`src/rtl/dbg_scan_pkg.sv`:
```
package dbg_scan_pkg;

    typedef enum logic [1:0] {
        OP_SELECT  = 2'd0,
        OP_CAPTURE = 2'd1,
        OP_SHIFT   = 2'd2,
        OP_UPDATE  = 2'd3
    } scan_op_e;

    typedef enum logic [1:0] {
        S_IDLE  = 2'd0,
        S_CAPT  = 2'd1,
        S_SHIFT = 2'd2,
        S_UPD   = 2'd3
    } seq_state_e;

endpackage

```
`src/rtl/dbg_scan_seq.sv`:
```
module dbg_scan_seq
    import dbg_scan_pkg::*;
#(
    parameter int NUM_CHAINS = 4,
    parameter int SEL_W      = 3,
    parameter int ARG_W      = 8
) (
    input  logic             clk,
    input  logic             rst_n,
    input  logic             func_en,
    input  logic             cmd_valid,
    input  logic [1:0]       cmd_op,
    input  logic [ARG_W-1:0] cmd_arg,
    input  logic             scan_tick,
    output logic             cmd_ready,
    output logic             busy,
    output logic             sel_err,
    output logic [SEL_W-1:0] sel_idx,
    output logic             capture_en,
    output logic             shift_en,
    output logic             apply_en,
    output logic [SEL_W-1:0] apply_idx
);

    localparam logic [ARG_W-1:0] CHAIN_LIMIT = ARG_W'(NUM_CHAINS);

    seq_state_e       state_q, state_d;
    logic [ARG_W-1:0] bits_left_q;
    logic             armed_q;
    logic             accept;
    scan_op_e         op;

    assign op     = scan_op_e'(cmd_op);
    assign accept = cmd_valid && cmd_ready;

    // next-state decision
    always_comb begin
        state_d = state_q;
        unique case (state_q)
            S_IDLE: begin
                if (accept) begin
                    unique case (op)
                        OP_CAPTURE: state_d = S_CAPT;
                        OP_SHIFT:   state_d = (cmd_arg != '0) ? S_SHIFT : S_IDLE;
                        OP_UPDATE:  state_d = S_UPD;
                        OP_SELECT:  state_d = S_IDLE;
                    endcase
                end
            end
            S_CAPT:  state_d = S_IDLE;
            S_SHIFT: if (scan_tick && bits_left_q == ARG_W'(1)) state_d = S_IDLE;
            S_UPD:   state_d = S_IDLE;
        endcase
    end

    // state register with its bookkeeping registers
    always_ff @(posedge clk) begin
        if (!rst_n) begin
            state_q     <= S_IDLE;
            bits_left_q <= '0;
            sel_idx     <= '0;
            sel_err     <= 1'b0;
            armed_q     <= 1'b0;
            apply_idx   <= '0;
        end else begin
            state_q <= state_d;
            if (accept && op == OP_SELECT) begin
                if (cmd_arg < CHAIN_LIMIT) begin
                    sel_idx <= cmd_arg[SEL_W-1:0];
                    sel_err <= 1'b0;
                end else begin
                    sel_err <= 1'b1;
                end
            end
            if (accept && op == OP_SHIFT)
                bits_left_q <= cmd_arg;
            else if (state_q == S_SHIFT && scan_tick)
                bits_left_q <= bits_left_q - ARG_W'(1);
            if (state_q == S_UPD) begin
                armed_q   <= 1'b1;
                apply_idx <= sel_idx;
            end else if (apply_en) begin
                armed_q <= 1'b0;
            end
        end
    end

    // outputs decoded from the state
    always_comb begin
        cmd_ready  = 1'b0;
        busy       = 1'b1;
        capture_en = 1'b0;
        shift_en   = 1'b0;
        apply_en   = 1'b0;
        unique case (state_q)
            S_IDLE: begin
                busy      = 1'b0;
                cmd_ready = !func_en;
                apply_en  = armed_q && func_en;
            end
            S_CAPT:  capture_en = 1'b1;
            S_SHIFT: shift_en   = scan_tick;
            S_UPD:   ;
        endcase
    end

endmodule

```
`src/rtl/dbg_scan_slice.sv`:
```
module dbg_scan_slice #(
    parameter int MAX_LEN = 16,
    parameter int LEN     = 8
) (
    input  logic               clk,
    input  logic               rst_n,
    input  logic               load_func,
    input  logic [MAX_LEN-1:0] func_d,
    input  logic               apply,
    input  logic               capture,
    input  logic               shift,
    input  logic               si,
    output logic [MAX_LEN-1:0] func_q,
    output logic               so
);

    localparam logic [MAX_LEN:0]   ONE_UP = (MAX_LEN+1)'(1) << LEN;
    localparam logic [MAX_LEN-1:0] MASK   = MAX_LEN'(ONE_UP - (MAX_LEN+1)'(1));
    localparam logic [MAX_LEN-1:0] TOPBIT = MAX_LEN'(1) << (LEN - 1);

    logic [MAX_LEN-1:0] shadow_q;

    always_ff @(posedge clk) begin
        if (!rst_n)
            func_q <= '0;
        else if (apply)
            func_q <= shadow_q;
        else if (load_func)
            func_q <= func_d & MASK;
    end

    always_ff @(posedge clk) begin
        if (!rst_n)
            shadow_q <= '0;
        else if (capture)
            shadow_q <= func_q;
        else if (shift)
            shadow_q <= {shadow_q[MAX_LEN-2:0], si} & MASK;
    end

    assign so = |(shadow_q & TOPBIT);

endmodule

```
`src/rtl/dbg_scan_hub.sv`:
```
module dbg_scan_hub
    import dbg_scan_pkg::*;
#(
    parameter int NUM_CHAINS          = 4,
    parameter int MAX_LEN             = 16,
    parameter int SEL_W               = 3,
    parameter int ARG_W               = 8,
    parameter int LEN_OF [NUM_CHAINS] = '{5, 16, 12, 8}
) (
    input  logic                          clk,
    input  logic                          rst_n,
    input  logic                          func_en,
    input  logic [NUM_CHAINS*MAX_LEN-1:0] func_d,
    output logic [NUM_CHAINS*MAX_LEN-1:0] func_q,
    input  logic                          cmd_valid,
    input  logic [1:0]                    cmd_op,
    input  logic [ARG_W-1:0]              cmd_arg,
    output logic                          cmd_ready,
    output logic                          busy,
    output logic                          sel_err,
    input  logic                          scan_tick,
    input  logic                          scan_si,
    output logic                          scan_so
);

    logic [SEL_W-1:0]      sel_idx;
    logic [SEL_W-1:0]      apply_idx;
    logic                  capture_en;
    logic                  shift_en;
    logic                  apply_en;
    logic [NUM_CHAINS-1:0] chain_so;
    logic                  load_func;

    dbg_scan_seq #(
        .NUM_CHAINS (NUM_CHAINS),
        .SEL_W      (SEL_W),
        .ARG_W      (ARG_W)
    ) u_seq (
        .clk        (clk),
        .rst_n      (rst_n),
        .func_en    (func_en),
        .cmd_valid  (cmd_valid),
        .cmd_op     (cmd_op),
        .cmd_arg    (cmd_arg),
        .scan_tick  (scan_tick),
        .cmd_ready  (cmd_ready),
        .busy       (busy),
        .sel_err    (sel_err),
        .sel_idx    (sel_idx),
        .capture_en (capture_en),
        .shift_en   (shift_en),
        .apply_en   (apply_en),
        .apply_idx  (apply_idx)
    );

    assign load_func = func_en && !busy;

    for (genvar g = 0; g < NUM_CHAINS; g++) begin : g_chain
        logic hit_sel;
        logic hit_apply;
        assign hit_sel   = (sel_idx == SEL_W'(g));
        assign hit_apply = apply_en && (apply_idx == SEL_W'(g));

        dbg_scan_slice #(
            .MAX_LEN (MAX_LEN),
            .LEN     (LEN_OF[g])
        ) u_slice (
            .clk       (clk),
            .rst_n     (rst_n),
            .load_func (load_func),
            .func_d    (func_d[g*MAX_LEN +: MAX_LEN]),
            .apply     (hit_apply),
            .capture   (capture_en && hit_sel),
            .shift     (shift_en && hit_sel),
            .si        (scan_si),
            .func_q    (func_q[g*MAX_LEN +: MAX_LEN]),
            .so        (chain_so[g])
        );
    end

    always_comb begin
        scan_so = 1'b0;
        for (int c = 0; c < NUM_CHAINS; c++)
            if (sel_idx == SEL_W'(c)) scan_so = chain_so[c];
    end

endmodule

```
`config.mk`:
```
export PLATFORM = sky130hd
export DESIGN_NAME = dbg_scan_hub
export DESIGN_NICKNAME = d
export VERILOG_FILES = /design/src/rtl/dbg_scan_pkg.sv /design/src/rtl/dbg_scan_seq.sv /design/src/rtl/dbg_scan_slice.sv /design/src/rtl/dbg_scan_hub.sv
export SDC_FILE = /design/constraint.sdc
export NUM_CORES = 1
export LEC_CHECK = 0
export BUFFER_PORTS_ARGS = -buffer_cell sky130_fd_sc_hd__buf_2
export CAP_MARGIN = 40
export CELL_PAD_IN_SITES_DETAIL_PLACEMENT = 2
export CELL_PAD_IN_SITES_GLOBAL_PLACEMENT = 2
export CORE_MARGIN = 2
export CORE_UTILIZATION = 32
export DETAILED_ROUTE_END_ITERATION = 8
export PLACE_DENSITY = 0.9
export SLEW_MARGIN = 20
export SYNTH_ARGS = -nofsm -noshare
export SYNTH_HDL_FRONTEND = slang
export SYNTH_SLANG_ARGS = --single-unit
```
`constraint.sdc`:
```
create_clock -name clk -period 2.3 [get_ports clk]
set_input_delay 0 -clock clk [delete_from_list [all_inputs] [get_ports clk]]
set_output_delay 0 -clock clk [all_outputs]
set_load 0.03 [all_outputs]
```
# Word level (Yosys, flattened, before mapping)
# Index checks and enable logic that the tools add are counted.
dict set report op_classes {
  add_sub_neg 1
  order_cmp 1
  eq_ne 15
  mux 35
  n_reduce_logical 38
}
# op count
set ops {}
lappend ops {{$mux 16} 16}
lappend ops {{$reduce_bool 2->1} 10}
lappend ops {{$logic_and 1x1->1} 19}
lappend ops {{$mux 8} 2}
lappend ops {{$eq 3x2->1 const B} 4}
lappend ops {{$mux 1} 12}
lappend ops {{$eq 2x2->1 const B} 4}
lappend ops {{$eq 8x1->1 const B} 1}
lappend ops {{$lt 8x3->1 const B} 1}
lappend ops {{$pmux 2 s4} 1}
lappend ops {{$reduce_bool 8->1} 1}
lappend ops {{$sub 8x1->8 const B} 1}
lappend ops {{$eq 3x1->1 const B} 2}
lappend ops {{$logic_not 3->1} 2}
lappend ops {{$mux 2} 3}
lappend ops {{$pmux 2 s3} 1}
lappend ops {{$eq 2x1->1 const B} 2}
lappend ops {{$logic_not 2->1} 2}
lappend ops {{$ne 2x1->1 const B} 2}
lappend ops {{$reduce_and 2->1} 2}
lappend ops {{$reduce_or 2->1} 1}
lappend ops {{$logic_not 1->1} 1}
dict set report word_totals {
  register_bits 146
  wordCells 104
}

# Logic depth before layout (Yosys ltp)
# Gate-level depths: netlist of the first run.
dict set report logic_depth {
  ltp_word 5
  depth_mapped 7
  mapped_depth_nobuf 6
}

# Modules after synthesis
# A second synthesis of the first run with hierarchy kept.
dict set report unflattened {
  hier_cells 702
  hier_area_um2 7514.7
}
# module instances cells_each area_per_inst_um2 seq_area_each_um2
set modules_own_cells {}
lappend modules_own_cells {{dbg_scan_slice at g_chain[1].u_slice} 1 141 1700.4 640.6}
lappend modules_own_cells {{dbg_scan_slice at g_chain[2].u_slice} 1 141 1627.8 640.6}
lappend modules_own_cells {{dbg_scan_slice at g_chain[3].u_slice} 1 141 1595.3 640.6}
lappend modules_own_cells {{dbg_scan_slice at g_chain[0].u_slice} 1 141 1515.2 640.6}
lappend modules_own_cells {dbg_scan_seq 1 118 932.1 360.3}
lappend modules_own_cells {dbg_scan_hub 1 20 143.9 0.0}

# Worst setup path after synthesis of the first run
# No wires, ideal clock.
dict set report synth_path {
  path_kind {reg-to-reg}
  startpoint {reg u_seq.state_q[1]}
  endpoint {reg g_chain[0].u_slice.func_q[0]}
  setup_ns 0.132
  arrival_ns 1.616
  required_ns 2.168
  setup_slack_ns 0.552
  stages_incl_launch_ff 7
  n_path_buf 2
  period_less_slack_ns 1.748
  path_cell_list {dfxtp_1 -> or3b_1 -> buf_2 -> nor4b_4 -> buf_6 -> mux2i_1 -> a21oi_1}
}
dict set report synth_between {
  elab_chain_len 4
  elab_cells_between_ends 6
  classes_between {2 x mux; 4 x reduce/logical}
}
# element line_no
set synth_rtl {}
lappend synth_rtl {{from (decl)} dbg_scan_seq.sv:27} ;# seq_state_e state_q, state_d;
lappend synth_rtl {{from (signal assigned)} dbg_scan_seq.sv:66} ;# state_q <= state_d;
lappend synth_rtl {{$logic_not 2->1 *} dbg_scan_seq.sv:95} ;# unique case (state_q)
lappend synth_rtl {{$mux 1} dbg_scan_seq.sv:95}
lappend synth_rtl {{$logic_and 1x1->1} dbg_scan_hub.sv:62} ;# assign hit_apply = apply_en && (apply_idx == SEL_W'(g));
lappend synth_rtl {{$mux 16 / $reduce_bool 2->1 (equally long branches)} n/a}
lappend synth_rtl {{to (signal assigned)} dbg_scan_slice.sv:27} ;# func_q <= shadow_q;
lappend synth_rtl {{to (signal assigned)} dbg_scan_slice.sv:29} ;# func_q <= func_d & MASK;
lappend synth_rtl {{to (decl)} dbg_scan_slice.sv:13} ;# output logic [MAX_LEN-1:0] func_q,
# Mark *: on every way between the ends. The rest lies on a longest branch, timed or not.
# A chain may end at the register's enable or synchronous reset.

# Worst setup path after layout of the first run
dict set report layout_path {
  startpoint {reg u_seq.state_q[0]}
  endpoint {reg u_seq.bits_left_q[3]}
}
dict set report layout_between {
  elab_chain_len 5
  elab_cells_between_ends 8
  classes_between {1 x eq/ne; 2 x mux; 5 x reduce/logical}
}
# element line_no
set layout_rtl {}
lappend layout_rtl {{$logic_not 2->1} dbg_scan_seq.sv:95}
lappend layout_rtl {{$mux 1} dbg_scan_seq.sv:95}
lappend layout_rtl {{$logic_and 1x1->1} dbg_scan_seq.sv:34} ;# assign accept = cmd_valid && cmd_ready;
lappend layout_rtl {{$logic_and 1x1->1} dbg_scan_seq.sv:75} ;# if (accept && op == OP_SHIFT)
lappend layout_rtl {{$mux 8 / $reduce_bool 2->1 (equally long branches)} n/a}
lappend layout_rtl {{to (signal assigned)} dbg_scan_seq.sv:76} ;# bits_left_q <= cmd_arg;
lappend layout_rtl {{to (signal assigned)} dbg_scan_seq.sv:78} ;# bits_left_q <= bits_left_q - ARG_W'(1);
lappend layout_rtl {{to (decl)} dbg_scan_seq.sv:28} ;# logic [ARG_W-1:0] bits_left_q;
# Parallel ways exist; a longest one is shown, timed or not.

==> run_results.csv, run 1 <==
group,metric,value,unit
power_and_ir_drop,comb_power_share,10.9,%
sta,finalClockSkew,16.6,ps
min_path,hold_class,"in -> reg",
critical_path,crit_path_end_kind,"flip-flop",
yosys,ys_seq_area_share,49.3,%
finish,drive_above_1_share,23.9,%
place,place_area,6800,um^2
critical_path,worst_ep_arrival_time,2390,ps
routing,via_per_inst,5.55,
finish,syn_to_final_growth,32.9,%
global_route,grt_start_max_net_pins,70,
die,io_pins,148,
finish,nNetsFinal,854,
power_and_ir_drop,p_seq_share,45.4,%
routing,antenna_left,0,
min_path,hold_depth,4,
clocking,clock-sinks,146,
die,fp.dieW,140,um
critical_path,r2r_slack,180,ps
yosys,ys_warn_count,0,
sta,fin_crit_sh,92.2,%
critical_path,criticalPathCategory,"reg -> reg",
sta,maxSlewHeadroom,57.6,%
clocking,clkTransAtPathRegs,60,ps
power_and_ir_drop,leakagePower,3.19,nW
critical_path,worstRegToRegCells,4,
clocking,htreeDepth,4,
global_route,antenna_found_initial,0,
power_and_ir_drop,swShare,27.0,%
sta,worst_pin_slew,634,ps
status,violations,"DRC",
clocking,clock_latency,430,ps
run,cap_violations,0,
routing,drt_iter0_drc,194,
yosys,synth_cell_types,55,
finish,fin_area,7880,um^2
place,place_congestion,0.810,
sta,slew_violations,0,
sta,rsz0062_at_grt,"false",
finish,final-seq-area,2920,um^2
critical_path,cp.required,2570,ps
yosys,async_flop_share,0,%
die,die_y,140,um
sta,fmax,472,MHz
finish,multi_input_area,2790,um^2
sta,hold_viol,0,
place,place_hpwl,13700,um
global_route,grt_usage,22.2,%
place,port-buffer-count,124,
routing,drc_errors,7,
clocking,cts_setup_buffers,0,
die,core_area,18100,um^2
min_path,hp-start,"func_en",
routing,dr.pass1.iters,8,
finish,final_cell_mix,"dfxtp_1, buf_2, nand2_1",
power_and_ir_drop,irDropWorstVdd,0.000473,V
status,status,"finished with violations",
critical_path,reg2reg_to,"u_seq.bits_left_q[3]",
sta,period_minus_slack,2120,ps
clocking,clockRootBuffer,"clkbuf_16",
clocking,numCtsBuffers,17,
die,core.rowCount,49,
routing,wl,21300,um
critical_path,r2r_start,"u_seq.state_q[0]",
critical_path,cp_max_fo,16,
min_path,min_to,"u_seq.armed_q",
sta,setup_tns,0,ps
power_and_ir_drop,power,5.90,mW
yosys,synth_cells,608,
power_and_ir_drop,p_switching,1.60,mW
yosys,ys_ff_latch,146,
power_and_ir_drop,clkPwrFrac,43.7,%
global_route,gr-total-overflow,0,
clocking,cts_tree,"yes",
critical_path,startpoint_type,"flip-flop",
routing,vias,5618,
global_route,grt_pass1_vias,6297,
yosys,synthFlopType,"dfxtp_1",
die,dieArea,19600,um^2
yosys,synth.cell_area,5930,um^2
yosys,avgSynthCellArea,9.75,um^2
sta,finalSetupViolCount,0,
power_and_ir_drop,p_per_area,749,nW/um^2
finish,antenna_cells,0,
global_route,grt_pass1_wl,34600,um
die,initial_core_util,32.8,%
clocking,cts_buffer_depth,2,
power_and_ir_drop,p_int,4.31,mW
finish,fillCellCount,1913,
finish,final_common_cell,"dfxtp_1",
yosys,synth_nets,690,
yosys,synth_edf_count,0,
routing,post_drt_wl_per_cell,21.0,um
-- stage by stage --
stage	hold slack [ps]	util, %	instances	worst slack [ps]
after floorplan	112	-	608	552
after global placement	263	37.6	930	376
after detailed placement	275	37.6	930	191
after CTS	19.7	43.5	1013	118
after global routing	89.9	43.5	1013	38.5
final	53.7	43.5	1013	180
-- how the worst max path moves through the flow --
stage                                start                         endpoint  slack (ps)  depth (start not counted)
after floorplan           u_seq.state_q[1]     g_chain[0].u_slice.func_q[0]         550                          6
after global placement    u_seq.state_q[0]   g_chain[1].u_slice.shadow_q[6]         380                          5
after detailed placement  u_seq.state_q[0]             u_seq.bits_left_q[6]         190                          4
after CTS                 u_seq.state_q[1]  g_chain[2].u_slice.shadow_q[10]         120                          4
after global routing      u_seq.state_q[0]             u_seq.bits_left_q[3]          40                          4
final                     u_seq.state_q[0]             u_seq.bits_left_q[3]         180                          4
-- power by group through the flow --
stage                     Sequential, mW  Combinational, mW  Clock [mW]
after detailed placement            2.73              0.568           0
after floorplan                     2.83              0.230           0
after global routing                2.69              0.693        2.75
final                               2.68              0.644        2.58
after CTS                           2.68              0.637        2.64
after global placement              2.72              0.535           0
-- sequential cells by signal, indices dropped and copies added (netlist names) --
name,flops
g_chain.u_slice.func_q,64
u_seq.sel_idx,3
u_seq.state_q,2
u_seq.armed_q,1
u_seq.sel_err,1
u_seq.apply_idx,3
u_seq.bits_left_q,8
g_chain.u_slice.shadow_q,64
-- area by class of cell --
cell class	instances	share of cell area [%]
clock inverter	11	1.03
tap	229	3.64
inverter	6	0.286
sequential	146	37.1
timing repair buffer	197	16.6
clock buffer	20	5.93
multi-input combinational	404	35.4
-- cell usage after synthesis, types with 5 or more instances --
| library cell | number | area share (%) |
|---|---|---|
| a21boi_0 | 7 | 0.89 |
| a21boi_1 | 5 | 0.63 |
| a21oi_1 | 10 | 0.84 |
| a22o_1 | 19 | 2.8 |
| a22oi_1 | 23 | 2.9 |
| a31oi_1 | 22 | 2.3 |
| and3_1 | 5 | 0.53 |
| buf_2 | 13 | 1.1 |
| clkbuf_1 | 36 | 2.3 |
| dfxtp_1 | 146 | 49 |
| inv_1 | 6 | 0.38 |
| mux2i_1 | 23 | 3.9 |
| nand2_1 | 62 | 3.9 |
| nand3_1 | 9 | 0.76 |
| nor2_1 | 10 | 0.63 |
| nor2b_1 | 32 | 3.4 |
| o211a_1 | 16 | 2.7 |
| o21ai_0 | 31 | 2.6 |
| o22ai_1 | 41 | 4.3 |
| o2bb2ai_1 | 40 | 5.9 |
-- worst max-delay path, stage by stage, from the launching register on --
cell and delay (ps):
dfxtp_1 490, nor4b_2 660, a31oi_1 300, o21ai_0 340, a21boi_0 180
-- per-layer routing --
layer | part of all wire (%) | track usage (%)
met1 | 43 | 26.5
met2 | 51 | 39.6
met3 | 3.6 | 4.75
met4 | 2.0 | 8.03
met5 | 0 | 0
-- timing repair --
action / CTS / global route
gates resized for setup: 0 / 1
hold buffers: 52 / 0
hold endpoints to repair: 56 / 0
setup endpoints to repair: 0 / 2
-- kinds of logic (layout without fill, tap and decap cells) --
family          Yosys count  after routing  synth area share (%)
flops                   146            146                  49.3
simple gates            148            148                  13.4
mux                      24             24                  4.27
fa+ha+maj                 2              2                 0.422
buf+inv                  58            234                  4.14
compound gates          230            230                  28.4
Note: power is estimated with default switching activity, not from simulation.
==> run 2, diff against run 1 <==
--- a/config.mk
+++ b/config.mk
@@ -12,6 +12,7 @@
 export CORE_MARGIN = 2
 export CORE_UTILIZATION = 32
 export DETAILED_ROUTE_END_ITERATION = 8
+export HOLD_SLACK_MARGIN = 0.12
 export PLACE_DENSITY = 0.9
 export SLEW_MARGIN = 20
 export SYNTH_ARGS = -nofsm -noshare
==> run 2 against run 1 <==
  * Maximum frequency up 2.3%
  * Clock power about the same
  * Clock skew down 6.9 ps
  * First-iteration DRC count up 13%
  * Hold slack better by 170 ps
  * Highest routed layer unchanged
  * Largest cell class unchanged
  * Total power up 0.56%
  * Via count up 1.6%
  * Wire length up 2.9%
  * The run still ends with DRC left
==> run_results.csv, run 2 (synthesis gave the netlist of run 1 again) <==
group,metric,value,unit
finish,stdcell_count,1021,
critical_path,cp_max_fo,16,
clocking,clockRootBuffer,"clkbuf_16",
power_and_ir_drop,p_per_area,746,nW/um^2
routing,post_drt_wl_per_cell,21.5,um
status,status,"finished with violations",
finish,antenna_cells,0,
clocking,clock-sinks,146,
sta,fmax,482,MHz
power_and_ir_drop,swShare,27.2,%
critical_path,reg2reg_to,"g_chain[2].u_slice.func_q[10]",
sta,worst_pin_slew,676,ps
finish,final_common_cell,"dfxtp_1",
power_and_ir_drop,irDropWorstVdd,0.000478,V
power_and_ir_drop,p_seq_share,45.2,%
die,fp.dieW,140,um
power_and_ir_drop,power,5.94,mW
power_and_ir_drop,p_switching,1.62,mW
clocking,clkTransAtPathRegs,60,ps
run,cap_violations,0,
place,pre_cts_slack,191,ps
place,port-buffer-count,124,
die,core.rowCount,49,
routing,drt_iter0_drc,219,
finish,syn_to_final_growth,34.3,%
critical_path,critPathBufInv,2,
sta,setup_ws,227,ps
place,placedCellCount,930,
routing,vias,5706,
finish,final_cell_mix,"dfxtp_1, buf_2, nand2_1",
global_route,grt_pass1_wl,35300,um
finish,top_regs,"g_chain.u_slice.func_q (64), g_chain.u_slice.shadow_q (64), u_seq.bits_left_q (8)",
routing,via_per_inst,5.59,
sta,setup_tns,0,ps
power_and_ir_drop,p_int,4.32,mW
clocking,htreeDepth,4,
critical_path,max_stage_delay,560,ps
sta,maxSlewHeadroom,54.8,%
sta,slew_violations,0,
min_path,min_to,"u_seq.state_q[1]",
routing,dr.pass1.iters,9,
place,place_congestion,0.810,
sta,finalClockSkew,9.63,ps
global_route,grt_start_max_net_pins,70,
critical_path,crit_family,"buffers and inverters",
sta,fin_crit_sh,90.1,%
critical_path,slowest_stage,"dlygate4sd3_1",
finish,fin_area,7960,um^2
critical_path,path_cells,"nor3b_4, and4b_1, buf_4, nand2_1, a31oi_1, dlygate4sd3_1",
power_and_ir_drop,clkPwrFrac,43.7,%
critical_path,crit_path_end_kind,"flip-flop",
clocking,numCtsBuffers,17,
finish,nNetsFinal,862,
critical_path,r2r_start,"u_seq.state_q[0]",
die,dieArea,19600,um^2
clocking,cts_buffer_depth,2,
finish,drive_above_1_share,24.1,%
global_route,grt_usage,22.8,%
global_route,gr-total-overflow,0,
global_route,antenna_found_initial,0,
critical_path,r2r_slack,230,ps
critical_path,criticalPathCategory,"reg -> reg",
place,place_area,6800,um^2
power_and_ir_drop,comb_power_share,11.2,%
power_and_ir_drop,leakagePower,3.24,nW
critical_path,startpoint_type,"flip-flop",
min_path,hold_class,"in -> reg",
routing,drc_errors,7,
critical_path,worst_ep_arrival_time,2440,ps
critical_path,cp.required,2660,ps
min_path,hold_depth,5,
die,die_y,140,um
sta,period_minus_slack,2070,ps
clocking,clock_latency,420,ps
min_path,hp-start,"cmd_valid",
status,violations,"DRC",
die,core_area,18100,um^2
sta,rsz0062_at_grt,"false",
sta,hold_viol,0,
critical_path,worstRegToRegCells,6,
sta,finalSetupViolCount,0,
routing,antenna_left,0,
place,place_hpwl,13700,um
die,io_pins,148,
routing,wl,21900,um
die,initial_core_util,32.8,%
clocking,cts_tree,"yes",
global_route,grt_pass1_vias,6365,
-- run 2: changes by cell type in the layout (fill, tap and decap cells not counted), sizes merged --
cell,previous run,this run
buf,145,147
dlygate4sd3,52,58
-- run 2: layer usage --
| layer | track usage [%] | share of wire [%] | up-vias |
|---|---|---|---|
| met4 | 8.72 | 2.4 | 0 |
| met2 | 40.7 | 51 | 144 |
| met3 | 4.48 | 3.6 | 47 |
| met1 | 27.1 | 43 | 2870 |
| li1 | - | - | 2645 |
| met5 | 0 | 0 | - |
-- run 2: power by group through the flow --
stage / clock network, mW / logic, mW / registers, mW
final: 2.59 / 0.663 / 2.68
after global routing: 2.75 / 0.712 / 2.69
after CTS: 2.64 / 0.647 / 2.68
after detailed placement: 0 / 0.568 / 2.73
after global placement: 0 / 0.535 / 2.72
after floorplan: 0 / 0.230 / 2.83
-- run 2: tightest hold or removal path: stages --
cell and delay (ps):
buf_2 100, nor4b_2 200, nand2_1 100, a31oi_1 50, o21a_1 170
-- run 2: final cells by class --
cell class / instances / area [um^2]
clock inverter: 11 / 81.3
sequential: 146 / 2930
tap: 229 / 287
timing repair buffer: 205 / 1390
multi-input combinational: 404 / 2790
fill: 1890 / 10100
clock buffer: 20 / 467
inverter: 6 / 22.5
-- run 2: stage by stage --
stage | utilization (%) | hold slack [ps]
after floorplan | - | 112
after global placement | 37.6 | 263
after detailed placement | 37.6 | 275
after CTS | 43.9 | 196
after global routing | 44.0 | 246
final | 44.0 | 226
-- run 2: worst max-delay path by stage --
stage                                 from                              to  slack (ps)  cells after the start
after floorplan           u_seq.state_q[1]    g_chain[0].u_slice.func_q[0]         550                      6
after global placement    u_seq.state_q[0]  g_chain[1].u_slice.shadow_q[6]         380                      5
after detailed placement  u_seq.state_q[0]            u_seq.bits_left_q[6]         190                      4
after CTS                 u_seq.state_q[0]    g_chain[2].u_slice.func_q[9]          30                      6
after global routing         u_seq.armed_q    g_chain[2].u_slice.func_q[9]         100                      6
final                     u_seq.state_q[0]   g_chain[2].u_slice.func_q[10]         230                      6
-- run 2: repair_timing --
item	CTS	global route
gates resized for setup	0	4
hold buffers	58	0
endpoints found under the hold margin	65	0
endpoints found under the setup margin	0	4
setup buffers	0	2
==> run 3, diff against run 2 <==
--- a/config.mk
+++ b/config.mk
@@ -14,6 +14,7 @@
 export DETAILED_ROUTE_END_ITERATION = 8
 export HOLD_SLACK_MARGIN = 0.12
 export PLACE_DENSITY = 0.9
+export RECOVER_POWER = 25
 export SLEW_MARGIN = 20
 export SYNTH_ARGS = -nofsm -noshare
 export SYNTH_HDL_FRONTEND = slang
==> run 3 against run 2 <==
  * The run still ends with DRC left
  * Combinational power shrank 2%
  * Critical path depth is the same
  * Sequential power is essentially flat
  * Via count shrank 0.19%
  * Total power shrank 0.25%
  * Flip-flop and latch count is the same
  * Clock power is essentially flat
  * Maximum frequency shrank 0.18%
  * Non-clock buffer count is the same
  * First-iteration DRC count grew 2.3%
  * Clock-buffer cell count is the same
  * Setup slack lost 3.8 ps
==> run_results.csv, run 3 (synthesis gave the netlist of run 1 again) <==
group,metric,value,unit
sta,setup_ws,223,ps
sta,setup_tns,0,ps
clocking,htreeDepth,4,
routing,post_drt_wl_per_cell,21.5,um
die,dieArea,19600,um^2
finish,final_common_cell,"dfxtp_1",
clocking,cts_tree,"yes",
critical_path,path_cells,"nor3b_4, and4b_1, buf_4, nand2_1, a31oi_1, dlygate4sd3_1",
routing,wl,21900,um
sta,hold_viol,0,
power_and_ir_drop,leakagePower,3.03,nW
routing,drc_errors,7,
sta,finalSetupViolCount,0,
clocking,clock-sinks,146,
die,core.rowCount,49,
routing,drt_iter0_drc,224,
die,initial_core_util,32.8,%
critical_path,cp.required,2660,ps
routing,vias,5695,
critical_path,crit_path_end_kind,"flip-flop",
global_route,grt_pass1_wl,35300,um
global_route,grt_usage,22.8,%
finish,fillCellCount,1918,
place,port-buffer-count,124,
die,core_area,18100,um^2
sta,finalClockSkew,9.39,ps
routing,antenna_left,0,
routing,dr.pass1.iters,8,
clocking,clkTransAtPathRegs,60,ps
global_route,gr-total-overflow,0,
clocking,clockRootBuffer,"clkbuf_16",
run,cap_violations,0,
finish,drive_above_1_share,17.4,%
clocking,numCtsBuffers,17,
critical_path,cp_max_fo,16,
place,place_hpwl,13700,um
sta,fmax,482,MHz
clocking,cts_buffer_depth,2,
critical_path,slowest_stage,"dlygate4sd3_1",
routing,via_per_inst,5.58,
critical_path,worst_ep_arrival_time,2440,ps
global_route,grt_pass1_vias,6365,
sta,rsz0062_at_grt,"false",
status,violations,"DRC",
clocking,clock_latency,430,ps
critical_path,criticalPathCategory,"reg -> reg",
die,fp.dieW,140,um
critical_path,max_stage_delay,560,ps
power_and_ir_drop,power,5.92,mW
place,pre_cts_slack,191,ps
finish,top_regs,"g_chain.u_slice.func_q (64), g_chain.u_slice.shadow_q (64), u_seq.bits_left_q (8)",
power_and_ir_drop,p_per_area,750,nW/um^2
finish,nNetsFinal,862,
sta,worst_pin_slew,675,ps
finish,syn_to_final_growth,33.2,%
sta,period_minus_slack,2080,ps
die,die_y,140,um
finish,finalCoreUtilization,43.6,%
finish,final_cell_mix,"dfxtp_1, buf_2, nand2_1",
sta,slew_violations,0,
power_and_ir_drop,irDropWorstVdd,0.000479,V
min_path,hold_class,"in -> reg",
finish,antenna_cells,0,
critical_path,startpoint_type,"flip-flop",
status,status,"finished with violations",
sta,fin_crit_sh,90.3,%
place,place_congestion,0.810,
sta,maxSlewHeadroom,54.9,%
global_route,antenna_found_initial,0,
global_route,grt_start_max_net_pins,70,
die,io_pins,148,
==> run 3: changes by cell type in the layout (fill, tap and decap cells not counted), sizes merged <==
cell,change
buf,-53
clkbuf,+53
==> run 3: final timing paths <==
kind                                                 startpoint                               to  slack [ps]  cells past startpoint
worst max register to register                 u_seq.state_q[0]    g_chain[2].u_slice.func_q[10]         220                      6
worst max-delay path                           u_seq.state_q[0]    g_chain[2].u_slice.func_q[10]         220                      6
worst min register to register  g_chain[2].u_slice.shadow_q[13]  g_chain[2].u_slice.shadow_q[13]         470                      1
worst min-delay path                                  cmd_valid                 u_seq.state_q[1]         220                      5
==> run 3: through the flow <==
step           hold WS (ps)  cell area (um^2)  std cells
6_report                224              7890       1021
5_1_grt                 246              7890       1021
4_1_cts                 196              7930       1019
3_5_place_dp            275              6800        930
3_3_place_gp            263              6800        930
2_1_floorplan           112              5930        608
==> run 3: power breakdown <==
part / total, mW / switching [mW] / internal [mW]
registers: 2.68 / 0.0786 / 2.60
logic: 0.648 / 0.409 / 0.239
clock network: 2.59 / 1.13 / 1.46
==> run 3: area by class of cell <==
type                       instances  area (um^2)  share of cell area (%)
timing repair buffer             205         1320                    16.7
clock inverter                    11         81.3                    1.03
sequential                       146         2930                    37.1
clock buffer                      20          467                    5.91
multi-input combinational        404         2790                    35.4
inverter                           6         22.5                   0.285
tap                              229          287                    3.63
==> run 3: timing repair <==
| action | CTS | global route |
|---|---|---|
| hold buffers | 58 | 0 |
| endpoints found under the hold margin | 65 | 0 |
| setup endpoints to repair | 0 | 4 |
| buffers inserted | 0 | 2 |
| resized for setup | 0 | 4 |
==> run 3: critical path: cells and delay by family (launching register included) <==
kind | cells | cell delay [ps]
buffers and inverters | 2 | 800
AO/OA/AOI/OAI | 1 | 150
flip-flops | 1 | 420
AND/OR/NAND/NOR | 3 | 640
==> run 3: routing by layer <==
metal / vias to the layer above / GRT usage [%] / wire, um / part of all wire [%]
met5: - / 0 / 0 / 0
met4: 0 / 8.72 / 535 / 2.4
met3: 47 / 4.48 / 810 / 3.7
met2: 131 / 40.7 / 11200 / 51
met1: 2873 / 27.1 / 9350 / 43
li1: 2644 / - / - / -
